[config.mk]
export PLATFORM = sky130hd
export DESIGN_NAME = rtc_alarm_unit
export DESIGN_NICKNAME = d
export VERILOG_FILES = /design/src/rtl/rtc_alm_pkg.sv /design/src/rtl/rtc_sec_cmp.sv /design/src/rtl/rtc_ms_cmp.sv /design/src/rtl/rtc_cdn_timer.sv /design/src/rtl/rtc_irq_ctrl.sv /design/src/rtl/rtc_alarm_unit.sv
export SDC_FILE = /design/constraint.sdc
export NUM_CORES = 1
export LEC_CHECK = 0
export ABC_AREA = 1
export ABC_CLOCK_PERIOD_IN_PS = 6100
export CAP_MARGIN = 20
export CORE_MARGIN = 2
export CORE_UTILIZATION = 40
export CTS_BUF_LIST = sky130_fd_sc_hd__clkbuf_8
export CTS_CLUSTER_SIZE = 40
export DETAILED_ROUTE_END_ITERATION = 7
export SLEW_MARGIN = 10
export SYNTH_ARGS = -nofsm -noshare
export SYNTH_HDL_FRONTEND = slang
export SYNTH_SLANG_ARGS = --single-unit
[constraint.sdc]
create_clock -name clk_i -period 6.1 [get_ports clk_i]
set_clock_uncertainty 0.15 [all_clocks]
set_input_delay 1.525 -clock clk_i [delete_from_list [all_inputs] [get_ports clk_i]]
set_output_delay 1.525 -clock clk_i [all_outputs]
set_load 0.02 [all_outputs]
[src/rtl/rtc_alm_pkg.sv]
package rtc_alm_pkg;
  localparam int unsigned ADDR_W = 8;
  localparam int unsigned DATA_W = 32;
  localparam int unsigned NSRC   = 5;

  // byte offsets decoded by servicing software
  localparam logic [ADDR_W-1:0] OFF_SEC_A = 8'h14;
  localparam logic [ADDR_W-1:0] OFF_SEC_B = 8'h18;
  localparam logic [ADDR_W-1:0] OFF_MSCMP = 8'h1C;
  localparam logic [ADDR_W-1:0] OFF_CDN   = 8'h24;
  localparam logic [ADDR_W-1:0] OFF_MASK  = 8'h28;
  localparam logic [ADDR_W-1:0] OFF_STAT  = 8'h2C;

  // shared mask/status bit positions
  localparam int unsigned B_SEC_A = 0;
  localparam int unsigned B_SEC_B = 1;
  localparam int unsigned B_MSCMP = 2;
  localparam int unsigned B_SCDN  = 3;
  localparam int unsigned B_MSCDN = 4;

  localparam int unsigned CDN_ARM_BIT = 31;
endpackage

[src/rtl/rtc_sec_cmp.sv]
module rtc_sec_cmp #(
  parameter int unsigned SW = 32
) (
  input  logic          clk_i,
  input  logic          rst_ni,
  input  logic          we_i,
  input  logic [SW-1:0] wdata_i,
  input  logic [SW-1:0] sec_i,
  output logic [SW-1:0] val_o,
  output logic          evt_o
);
  logic [SW-1:0] val_q;
  logic          hit, hit_q;

  assign hit   = (val_q != '0) && (sec_i == val_q);
  assign evt_o = hit & ~hit_q;   // entry into match only
  assign val_o = val_q;

  always_ff @(posedge clk_i or negedge rst_ni) begin
    if (!rst_ni) begin
      val_q <= '0;
      hit_q <= 1'b0;
    end else begin
      hit_q <= hit;
      if (we_i) val_q <= wdata_i;
    end
  end
endmodule

[src/rtl/rtc_ms_cmp.sv]
module rtc_ms_cmp #(
  parameter int unsigned MW = 10
) (
  input  logic          clk_i,
  input  logic          rst_ni,
  input  logic          we_i,
  input  logic [MW-1:0] wdata_i,
  input  logic [MW-1:0] msec_i,
  input  logic          tick_i,
  output logic [MW-1:0] val_o,
  output logic          evt_o
);
  logic [MW-1:0] val_q;

  assign evt_o = tick_i && (msec_i == val_q);
  assign val_o = val_q;

  always_ff @(posedge clk_i or negedge rst_ni) begin
    if (!rst_ni)   val_q <= '0;
    else if (we_i) val_q <= wdata_i;
  end
endmodule

[src/rtl/rtc_cdn_timer.sv]
module rtc_cdn_timer #(
  parameter int unsigned CW = 28
) (
  input  logic          clk_i,
  input  logic          rst_ni,
  input  logic          we_i,
  input  logic          warm_i,
  input  logic [CW-1:0] wcnt_i,
  input  logic          tick_i,
  output logic          en_o,
  output logic [CW-1:0] cnt_o,
  output logic          evt_o
);
  localparam logic [CW-1:0] ONE = CW'(1);

  logic          en_q;
  logic [CW-1:0] cnt_q;
  logic          last;

  assign last  = (cnt_q <= ONE);
  assign evt_o = tick_i & en_q & ~we_i & last;  // write wins over tick
  assign en_o  = en_q;
  assign cnt_o = cnt_q;

  always_ff @(posedge clk_i or negedge rst_ni) begin
    if (!rst_ni) begin
      en_q  <= 1'b0;
      cnt_q <= '0;
    end else if (we_i) begin
      en_q  <= warm_i;
      cnt_q <= wcnt_i;
    end else if (tick_i && en_q) begin
      if (last) begin
        en_q  <= 1'b0;
        cnt_q <= '0;
      end else begin
        cnt_q <= cnt_q - ONE;
      end
    end
  end
endmodule

[src/rtl/rtc_irq_ctrl.sv]
module rtc_irq_ctrl #(
  parameter int unsigned N = 5
) (
  input  logic         clk_i,
  input  logic         rst_ni,
  input  logic         mask_we_i,
  input  logic         stat_we_i,
  input  logic [N-1:0] wdata_i,
  input  logic [N-1:0] evt_i,
  output logic [N-1:0] mask_o,
  output logic [N-1:0] stat_o,
  output logic         irq_o
);
  logic [N-1:0] mask_q, stat_q, clr;

  assign clr    = stat_we_i ? wdata_i : '0;
  assign mask_o = mask_q;
  assign stat_o = stat_q;
  assign irq_o  = |(stat_q & mask_q);

  always_ff @(posedge clk_i or negedge rst_ni) begin
    if (!rst_ni) begin
      mask_q <= '0;
      stat_q <= '0;
    end else begin
      if (mask_we_i) mask_q <= wdata_i;
      stat_q <= (stat_q & ~clr) | evt_i;  // set beats clear
    end
  end
endmodule

[src/rtl/rtc_alarm_unit.sv]
module rtc_alarm_unit
  import rtc_alm_pkg::*;
#(
  parameter int unsigned SEC_W = 32,
  parameter int unsigned MS_W  = 10,
  parameter int unsigned CDN_W = 28
) (
  input  logic              clk_i,
  input  logic              rst_ni,
  input  logic [SEC_W-1:0]  sec_i,
  input  logic [MS_W-1:0]   msec_i,
  input  logic              ms_tick_i,
  input  logic              reg_we_i,
  input  logic [ADDR_W-1:0] reg_addr_i,
  input  logic [DATA_W-1:0] reg_wdata_i,
  output logic [DATA_W-1:0] reg_rdata_o,
  output logic              irq_o
);
  localparam int unsigned NSEC = 2;
  localparam logic [ADDR_W-1:0] SEC_OFF [NSEC] = '{OFF_SEC_A, OFF_SEC_B};

  logic [SEC_W-1:0] sec_val [NSEC];
  logic [NSEC-1:0]  sec_evt;
  logic [MS_W-1:0]  ms_val;
  logic             ms_evt, ms_we;
  logic             cdn_we, cdn_en, cdn_evt;
  logic [CDN_W-1:0] cdn_cnt;
  logic             mask_we, stat_we;
  logic [NSRC-1:0]  mask_q, stat_q, evt;

  for (genvar g = 0; g < NSEC; g++) begin : g_sec
    logic we;
    assign we = reg_we_i && (reg_addr_i == SEC_OFF[g]);
    rtc_sec_cmp #(.SW(SEC_W)) u_cmp (
      .clk_i   (clk_i),
      .rst_ni  (rst_ni),
      .we_i    (we),
      .wdata_i (reg_wdata_i[SEC_W-1:0]),
      .sec_i   (sec_i),
      .val_o   (sec_val[g]),
      .evt_o   (sec_evt[g])
    );
  end

  assign ms_we = reg_we_i && (reg_addr_i == OFF_MSCMP);

  rtc_ms_cmp #(.MW(MS_W)) u_ms (
    .clk_i   (clk_i),
    .rst_ni  (rst_ni),
    .we_i    (ms_we),
    .wdata_i (reg_wdata_i[MS_W-1:0]),
    .msec_i  (msec_i),
    .tick_i  (ms_tick_i),
    .val_o   (ms_val),
    .evt_o   (ms_evt)
  );

  assign cdn_we = reg_we_i && (reg_addr_i == OFF_CDN);

  rtc_cdn_timer #(.CW(CDN_W)) u_cdn (
    .clk_i   (clk_i),
    .rst_ni  (rst_ni),
    .we_i    (cdn_we),
    .warm_i  (reg_wdata_i[CDN_ARM_BIT]),
    .wcnt_i  (reg_wdata_i[CDN_W-1:0]),
    .tick_i  (ms_tick_i),
    .en_o    (cdn_en),
    .cnt_o   (cdn_cnt),
    .evt_o   (cdn_evt)
  );

  always_comb begin
    evt          = '0;
    evt[B_SEC_A] = sec_evt[0];
    evt[B_SEC_B] = sec_evt[1];
    evt[B_MSCMP] = ms_evt;
    evt[B_SCDN]  = 1'b0;
    evt[B_MSCDN] = cdn_evt;
  end

  assign mask_we = reg_we_i && (reg_addr_i == OFF_MASK);
  assign stat_we = reg_we_i && (reg_addr_i == OFF_STAT);

  rtc_irq_ctrl #(.N(NSRC)) u_irq (
    .clk_i     (clk_i),
    .rst_ni    (rst_ni),
    .mask_we_i (mask_we),
    .stat_we_i (stat_we),
    .wdata_i   (reg_wdata_i[NSRC-1:0]),
    .evt_i     (evt),
    .mask_o    (mask_q),
    .stat_o    (stat_q),
    .irq_o     (irq_o)
  );

  always_comb begin
    reg_rdata_o = '0;
    case (reg_addr_i)
      OFF_SEC_A: reg_rdata_o = DATA_W'(sec_val[0]);
      OFF_SEC_B: reg_rdata_o = DATA_W'(sec_val[1]);
      OFF_MSCMP: reg_rdata_o = DATA_W'(ms_val);
      OFF_CDN: begin
        reg_rdata_o[CDN_W-1:0]   = cdn_cnt;
        reg_rdata_o[CDN_ARM_BIT] = cdn_en;
      end
      OFF_MASK:  reg_rdata_o = DATA_W'(mask_q);
      OFF_STAT:  reg_rdata_o = DATA_W'(stat_q);
      default:   reg_rdata_o = '0;
    endcase
  end
endmodule

==> flow_summary.yaml <==
route:
  wire_per_inst_um: 18.47
  drtPass1Iterations: 6
  drt_iter0_drc: 799
  wl_um: 28140
  route.detailed.drc: 0
  antenna_left: 0
  dr_total_vias: 7917
  viasPerCell: 5.195
place:
  port_buffers: 118
  gp_congestion: 0.9628
  hpwl_um: 22150
  place_area_um2: 9055
  dp_cells: 1492
clock_network:
  cts.sinks: 115
  clkSlewWorstSetupHoldPaths_ns: 0.08
  cts_setup_buffers: 0
  clkLatencyLatePin_ns: 0.45
  cts.repair.resized: 0
  cts_tree: "done"
  htreeDepth: 4
  clk_path_buf_depth: 2
  hold_buffers: 0
  cts_root_buf: "clkbuf_8"
  cts_buffers: 17
yosys:
  yosys.area.top_type: "dfrtp_1"
  ys_ff_latch: 115
  ys_seq_area_share_pct: 37.39
  synth.area.top_cells: "dfrtp_1, nand2_1, inv_1, nor2_1, o21ai_1"
  yosysWarnings: 0
  synth_edf_count: 0
  syn-num-nets: 1253
  ys.flop_type: "dfrtp_1"
  synth_common_cells: "nand2_1, inv_1, nor2_1"
  syn_area_per_cell_um2: 6.607
  syn_area_um2: 7697
  synth.distinct_cells: 33
  yosysMostFrequentCell: "nand2_1"
  postSynth.asyncResetShare_pct: 100.0
  synth_top_area_share_pct: 37.39
  syn_inst: 1165
pwr:
  finalPower_mw: 2.397
  powerDensity_nw_per_um2: 253.5
  ir_worst_vdd_uv: 192.6
  p_leak_nw: 4.545
global_route:
  overflow: 0
  grt_max_degree: 65
  grt_pass1_vias: 7460
  antenna_found_initial: 0
  grt_pass1_wl_um: 42790
  grt_usage_pct: 28.18
floorplan:
  die_h_um: 142.7
  core_area_um2: 18770
  die_area_um2: 20370
  num_rows: 50
  initial_utilization_pct: 41.01
  dieWidth_um: 142.7
  ios: 119
hold_path:
  holdCritPathClass: "flip-flop to flip-flop"
timing:
  tightest_slew_ns: 0.7315
  min_period_over_period_pct: 90.68
  holdWs_ns: 0.3417
  slew_headroom_pct: 51.06
  fin_tns_setup_ns: 0
  layout_min_cycle_time_ns: 5.532
  rsz0062_at_grt: "false"
  finalMaxSlewViolations: 0
  finalHoldViolations: 0
  max_freq_mhz: 180.8
  setup_violations: 0
final_layout:
  fin_area_um2: 9454
  final_layout_size_suffix_gt1_share_pct: 4.729
  num_antenna_cells: 0
  fillers: 1949
  syn_to_final_growth_pct: 22.82
  nNetsFinal: 1365
  stdcell_count: 1524
run:
  maxCapViolCount: 0
setup_path:
  endpoint_kind: "primary output"
  worstPathMaxFanout: 23
  crit_type: "input port to primary output"
  cp_data_required_time_ns: 4.43
  crit_arrival_ns: 3.86
  cp-start-kind: "input port"
status:
  outcome: "completed"
[cells in the final DEF (no fill, tap or decap), drive strengths merged, types with 19 or more instances in the layout]
master         Yosys  routed
inv              197     201
o22ai             39      39
clkdlybuf4s50      0     117
o21ai            112     112
nand2            378     378
dfrtp            115     115
xnor2             26      26
nand4             24      24
nand3             46      46
xor2              19      19
nor2             127     127
[where the power goes]
group	internal [mW]	total [mW]	switching, mW
Sequential	0.872	1.01	0.138
Clock	0.378	0.732	0.354
Combinational	0.244	0.655	0.411
Total	1.49	2.40	0.903
[logic make-up (layout without fill, tap and decap cells)]
family                     Yosys count  in the layout  synth area share [%]
buffers and inverters              228            353                 11.64
adders and majority gates            2              2                0.3250
and+or+nand+nor                    588            588                 31.52
AOI/OAI and AO/OA                  187            187                 14.01
DFF                                115            115                 37.39
xor gates and xnor gates            45             45                 5.120
[critical path: stages]
cell,delay (ns)
clkdlybuf4s50_1,0.46
inv_1,0.07
nor3_4,0.28
nand2_2,0.36
inv_2,0.31
nand2_1,0.08
o2111ai_1,0.12
clkdlybuf4s50_1,0.65
[final timing paths]
kind                                            start                           to  slack, ns  depth (start not counted)
max                                     reg_addr_i[4]               reg_rdata_o[8]       0.57                          8
min                         u_ms.val_o[5]$_DFFE_PN0P_    u_ms.val_o[5]$_DFFE_PN0P_       0.34                          2
max reg2reg                u_cdn.cnt_o[0]$_DFFE_PN0P_  u_cdn.cnt_o[20]$_DFFE_PN0P_       3.78                          9
min reg2reg                 u_ms.val_o[5]$_DFFE_PN0P_    u_ms.val_o[5]$_DFFE_PN0P_       0.34                          2
max in group asynchronous                      rst_ni  u_cdn.cnt_o[17]$_DFFE_PN0P_       3.91                          2
min in group asynchronous                      rst_ni  u_irq.mask_o[3]$_DFFE_PN0P_       0.97                          1
[per-layer routing]
metal,up-vias,track usage (%),wire [µm]
li1,3921,-,-
met1,3685,41.27,13130
met2,286,42.99,12620
met3,25,5.969,1934
met4,0,5.941,459
met5,-,0,0
[state kept, by name (all words and copies together), names as in the netlist]
signal / flops
g_sec.u_cmp.val_o: 64
u_cdn.cnt_o: 28
u_ms.val_o: 10
u_irq.mask_o: 5
u_irq.stat_o: 5
g_sec.u_cmp.hit_q: 2
u_cdn.en_o: 1
[cell type report]
class	instances	area (µm²)	area share, %
sequential	115	2878	30.44
clock inverter	14	151.4	1.601
inverter	198	744.5	7.875
timing repair buffer	123	1216	12.86
multi-input combinational	822	3924	41.50
clock buffer	18	247.7	2.620
tap	234	292.8	3.097
[stage by stage]
stage	setup slack (ns)	utilization, %
detailed placement	0.5988	48.25
finish	0.5685	50.37
floorplan	1.793	-
global route	0.4451	50.37
global placement	0.6251	48.25
CTS	0.5986	50.37
Note: power is estimated with default switching activity, not from simulation.
